**src/rtl/avg_pkg.sv**
```systemverilog
package avg_pkg;
   typedef enum logic [1:0] {
      RM_NEAR_UP   = 2'd0,
      RM_NEAR_EVEN = 2'd1,
      RM_DOWN      = 2'd2,
      RM_ODD       = 2'd3
   } avg_rm_e;

   typedef enum logic {
      OP_ADD = 1'b0,
      OP_SUB = 1'b1
   } avg_op_e;
endpackage

```
**src/rtl/avg_sext.sv**
```systemverilog
// Picks the low element-width bits of din and sign-extends them to OUT_W.
module avg_sext #(
   parameter int IN_W  = 64,
   parameter int OUT_W = 65,
   parameter int MIN_W = 8,
   parameter int NUM_W = 4,
   parameter int SEL_W = 2
) (
   input  logic [IN_W-1:0]  din,
   input  logic [SEL_W-1:0] sel,
   output logic [OUT_W-1:0] dout
);
   localparam int TOP_W = MIN_W << (NUM_W - 1);

   if (NUM_W != (1 << SEL_W)) begin : g_bad_sel
      $error("avg_sext: NUM_W must equal 2**SEL_W");
   end
   if (IN_W < TOP_W || OUT_W < TOP_W) begin : g_bad_width
      $error("avg_sext: ports narrower than widest element");
   end

   logic [OUT_W-1:0] cand [NUM_W];

   for (genvar i = 0; i < NUM_W; i++) begin : g_width
      localparam int EW = MIN_W << i;
      assign cand[i] = OUT_W'(signed'(din[EW-1:0]));
   end

   always_comb begin
      dout = cand[sel];
   end
endmodule

```
**src/rtl/avg_round.sv**
```systemverilog
// Chooses the rounding increment from the retained LSB and the dropped bit.
module avg_round
   import avg_pkg::*;
(
   input  logic [1:0] rm,
   input  logic       kept_lsb,
   input  logic       dropped,
   output logic       inc
);
   always_comb begin
      unique case (avg_rm_e'(rm))
         RM_NEAR_UP:   inc = dropped;
         RM_NEAR_EVEN: inc = dropped & kept_lsb;
         RM_DOWN:      inc = 1'b0;
         RM_ODD:       inc = dropped & ~kept_lsb;
         default:      inc = 1'b0;
      endcase
   end
endmodule

```
**src/rtl/avg_addsub.sv**
```systemverilog
module avg_addsub
   import avg_pkg::*;
#(
   parameter int MIN_W = 8,
   parameter int NUM_W = 4
) (
   input  logic                                   clk,
   input  logic                                   rst,
   input  logic                                   valid_i,
   input  logic                                   op_i,
   input  logic [$clog2(NUM_W)-1:0]               width_i,
   input  logic [1:0]                             rm_i,
   input  logic [(MIN_W << (NUM_W - 1))-1:0]      a_i,
   input  logic [(MIN_W << (NUM_W - 1))-1:0]      b_i,
   output logic                                   valid_o,
   output logic [(MIN_W << (NUM_W - 1))-1:0]      res_o
);
   localparam int MAX_W = MIN_W << (NUM_W - 1);
   localparam int SEL_W = $clog2(NUM_W);
   localparam int EXT_W = MAX_W + 1;

   if (MIN_W < 2) begin : g_bad_min
      $error("avg_addsub: MIN_W must be at least 2");
   end
   if (NUM_W < 2 || (NUM_W & (NUM_W - 1)) != 0) begin : g_bad_num
      $error("avg_addsub: NUM_W must be a power of two, at least 2");
   end

   logic [EXT_W-1:0] ext_a, ext_b, full;
   logic [MAX_W-1:0] half, rounded, wrapped;
   logic             inc;
   logic [SEL_W-1:0] width_q;

   avg_sext #(.IN_W(MAX_W), .OUT_W(EXT_W), .MIN_W(MIN_W),
              .NUM_W(NUM_W), .SEL_W(SEL_W)) u_sext_a (
      .din(a_i), .sel(width_i), .dout(ext_a));

   avg_sext #(.IN_W(MAX_W), .OUT_W(EXT_W), .MIN_W(MIN_W),
              .NUM_W(NUM_W), .SEL_W(SEL_W)) u_sext_b (
      .din(b_i), .sel(width_i), .dout(ext_b));

   // exact sum/difference: one bit wider than the widest element
   always_comb begin
      if (avg_op_e'(op_i) == OP_SUB) full = ext_a - ext_b;
      else                           full = ext_a + ext_b;
   end

   assign half = full[EXT_W-1:1];

   avg_round u_round (
      .rm(rm_i), .kept_lsb(full[1]), .dropped(full[0]), .inc(inc));

   assign rounded = half + MAX_W'(inc);

   avg_sext #(.IN_W(MAX_W), .OUT_W(MAX_W), .MIN_W(MIN_W),
              .NUM_W(NUM_W), .SEL_W(SEL_W)) u_sext_res (
      .din(rounded), .sel(width_i), .dout(wrapped));

   always_ff @(posedge clk) begin
      if (rst) begin
         valid_o <= 1'b0;
         res_o   <= '0;
         width_q <= '0;
      end else begin
         valid_o <= valid_i;
         if (valid_i) begin
            res_o   <= wrapped;
            width_q <= width_i;
         end
      end
   end

   // one-cycle latency of the valid flag
   a_r10_valid_rise: assert property (@(posedge clk) disable iff (rst)
      valid_i |=> valid_o);
   a_r10_valid_idle: assert property (@(posedge clk) disable iff (rst)
      !valid_i |=> !valid_o);
   a_r10_hold: assert property (@(posedge clk) disable iff (rst)
      !valid_i |=> $stable(res_o));

   // ties-to-even leaves an even result whenever a bit was dropped
   a_r4_even: assert property (@(posedge clk) disable iff (rst)
      (valid_i && rm_i == RM_NEAR_EVEN && full[0]) |=> !res_o[0]);
   // round-to-odd leaves an odd result whenever a bit was dropped
   a_r6_odd: assert property (@(posedge clk) disable iff (rst)
      (valid_i && rm_i == RM_ODD && full[0]) |=> res_o[0]);
   // truncation keeps the retained LSB untouched
   a_r5_trunc: assert property (@(posedge clk) disable iff (rst)
      (valid_i && rm_i == RM_DOWN) |=> (res_o[0] == $past(full[1])));
   // exact results are not adjusted in any mode
   a_r3_exact: assert property (@(posedge clk) disable iff (rst)
      (valid_i && !full[0]) |=> (res_o[0] == $past(full[1])));

   // output is sign-extended from the element width in use
   for (genvar i = 0; i < NUM_W - 1; i++) begin : g_chk_ext
      localparam int EW = MIN_W << i;
      a_r8_sign_ext: assert property (@(posedge clk) disable iff (rst)
         (valid_o && width_q == SEL_W'(i)) |->
         (res_o[MAX_W-1:EW-1] == '0 || (&res_o[MAX_W-1:EW-1])));
   end
endmodule

```
**config.mk**
```make
export PLATFORM = sky130hd
export DESIGN_NAME = avg_addsub
export DESIGN_NICKNAME = d
export VERILOG_FILES = /design/src/rtl/avg_pkg.sv /design/src/rtl/avg_sext.sv /design/src/rtl/avg_round.sv /design/src/rtl/avg_addsub.sv
export SDC_FILE = /design/constraint.sdc
export NUM_CORES = 1
export LEC_CHECK = 0
export ABC_AREA = 1
export BUFFER_PORTS_ARGS = -buffer_cell sky130_fd_sc_hd__buf_2
export CAP_MARGIN = 30
export CORE_MARGIN = 2
export CORE_UTILIZATION = 61
export DETAILED_ROUTE_END_ITERATION = 10
export GPL_ROUTABILITY_DRIVEN = 0
export PLACE_DENSITY = 0.84
export SLEW_MARGIN = 20
export SYNTH_ARGS = -nofsm -noshare
export SYNTH_HDL_FRONTEND = slang
export SYNTH_SLANG_ARGS = --single-unit
```
**constraint.sdc**
```tcl
create_clock -name clk -period 5.9 [get_ports clk]
set_clock_uncertainty 0.15 [all_clocks]
set_input_delay 0.295 -clock clk [delete_from_list [all_inputs] [get_ports clk]]
set_output_delay 0.295 -clock clk [all_outputs]
set_load 0.005 [all_outputs]
```
==> out/results.md <==
### GRT
- 0 — number of antenna violations at the first check in global routing
- 0 — grt ovf
- 75,100 µm — first-pass GRT wire length
- 37.8% — overall global routing resource usage
- 68 — maximum number of pins on one net before global-route repair
- 15,800 — vias in the first global route

### Synthesis
- nand2_1, inv_1, nor2_1 — Commonest cells post-synth
- 28.9% — proportion of netlist area held by the largest area contributor
- 9.35% — sequential cell area fraction in the yosys report
- nand2_1 — area leader, netlist
- 0% — async set or reset register ratio after synthesis
- 46 — Yosys cell types
- 0 — Yosys Warn Count
- 4.99 µm² — Synth Area per Inst
- 2,788 — number of standard cells after synthesis
- nand2_1, inv_1, dfxtp_1 — leading cell types by total area after synthesis
- 65 — number of flip-flops and latches in the synthesized netlist
- 13,900 µm² — cell area after synthesis
- dfxtp_1 — primary flip-flop cell chosen by synthesis mapping
- nand2_1 — top-count cell post-synth
- 0 — count of flip-flops with a built-in enable after synthesis
- 2,992 — net count after synthesis

### Route
- 2,205 — number of DRC markers after the initial detailed-route iteration
- 47,400 µm — wire length after detailed routing
- 0 — number of nets with antenna violations after routing
- 5.60 — ratio of routed vias to standard cells
- 14.6 µm — Routed WL per cell
- 18,200 — total vias in the final route
- 8 — First-pass DRT Iterations
- 0 — DRC violation count after routing

### Job
- 0 — max-cap violations

### CTS
- 60 ps — clock transition at the registers of the reported paths
- 320 ps — later-pin clock latency in the skew report
- 3 — depth of the CTS H-tree
- clkbuf_16 — Root Buffer Master
- 2 — worst-case clock buffer depth
- 0 — number of buffers inserted by hold repair at cts
- 9 — number of buffers added by the clock tree synthesis step
- 65 — number of sinks handled by clock tree synthesis
- built — CTS tree

### Die
- 201 — ports placed on the boundary
- 61.9% — starting utilization of the core area
- 155 µm — die extent in y
- 24,000 µm² — total die area
- 155 µm — width of the chip
- 55 — FP Rows
- 22,500 µm² — area inside the core boundary

### Min path
- primary input to register — worst min-delay path class
- 2 — hold-critical path depth

### Worst setup path
- primary input to register — critical path type
- nand2_1 — critical path's most frequent cell
- 30 — top fanout value on the critical path
- ha_1 — library cell contributing the largest single delay on the critical path
- 2 — worst-case reg-to-reg path depth
- register — kind of capture point of the worst setup path
- 5580 ps — WP data arrival
- 5960 ps — critical path required time
- 460 ps — delay of the slowest cell on the worst path
- primary input — crit start category

### STA
- 0.181 GHz — achievable clock frequency
- 5520 ps — final critical-path required period
- 0 — final-report setup violation count
- 93.6% — fraction of the cycle the final worst path needs
- 677 ps — measured slew at the worst slew-check pin
- 0 — count of endpoints failing hold in the final timing report
- 54.7% — relative slew slack
- yes — setup repair after global routing missed its margin
- 0 — Final Max Slew Viols
- 0 ps — setup TNS after final layout

### Place
- 15,100 µm² — Placed Area
- 39,500 µm — DP HPWL
- 200 — Port-buffer cells

### Layout
- 2,168 — fill count
- 3,168 — Post-layout nets
- 12.2% — area delta synth->final
- 12.8% — share of final-layout standard cells stronger than drive strength 1
- 15,600 µm² — Finished Cell Area
- 0 — total inserted antenna cells

### Run status
- completed — run status

### Power and ir drop
- 246 nW/µm² — total power density per cell area
- 0.000158 V — worst vdd rail ir drop
- 0.00920 µW — static power due to leakage

-- cell families (layout without fill, tap and decap cells) --
family,after synthesis,count (layout),share of synthesized area [%]
simple gates,1717,1717,51.4
buf+inv,542,723,15.0
compound gates,322,322,13.3
xor+xnor,74,74,4.71
fa+ha+maj,68,68,6.17
flops,65,65,9.35
-- what timing repair did --
item                       in CTS  in global routing
gates resized for setup         0                 31
setup endpoints to repair       0                 24
hold endpoints to repair        0                  0
setup buffers                   0                  2
-- final cells by class --
type,instances,area [µm²],share of cell area (%)
Clock buffer,10,239,1.53
Tap cell,285,357,2.28
Clock inverter,6,91.3,0.585
Timing Repair Buffer,217,1160,7.40
Inverter,490,1840,11.8
Sequential cell,65,1300,8.33
Multi-Input combinational cell,2181,10600,68.1
-- report_power, final --
group | switching, µW | internal [µW] | total, µW
registers | 26.7 | 496 | 523
clock network | 190 | 381 | 572
logic | 1910 | 829 | 2740
total | 2130 | 1710 | 3840
-- sequential cells by signal, summed over array words and instances (netlist names) --
signal and count:
res_o 64, valid_o 1
-- stage by stage --
step	cells	utilization, %	power, µW	worst slack [ps]	hold slack, ps
after floorplan	2788	-	2420	1270	217
after global placement	3235	67.3	3040	264	308
after detailed placement	3235	67.3	3110	115	319
after CTS	3251	68.8	3690	445	60.7
after global routing	3254	69.4	4120	-53.1	94.2
final	3254	69.4	3840	376	70.6
-- worst max-delay path: cells and delay by family --
kind	cells	cell delay [ps]
compound gates	2	400
xor+xnor	1	140
fa+ha+maj	1	460
buf+inv	3	790
simple gates	22	3470
-- cell usage in the layout, fill, tap and decap left out, types with 42 or more instances in the layout --
cell type	instances
dfxtp_1	65
nand2_1	1070
o21ai_0	116
nor2_1	281
inv_1	473
a21oi_1	117
xor2_1	55
buf_2	199
a21oi_2	42
nand3_1	203
ha_1	66
-- final timing paths --
| check | start | end | slack, ps |
|---|---|---|---|
| setup / recovery | width_i[0] | res_o[55] | 380 |
| hold / removal | rst | valid_o | 70 |
| setup reg to reg | res_o[54] | res_o[54] | 5020 |
| hold reg to reg | res_o[17] | res_o[17] | 320 |
-- per-layer routing --
metal  GRT usage [%]  vias to the layer above  share of wire [%]
li1                -                     9005                  -
met1            52.6                     7808                 42
met2            59.9                     1236                 41
met3            4.01                      183                 13
met4            14.9                        0                4.4
met5               0                        -                  0
Note: power is estimated with default switching activity, not from simulation.
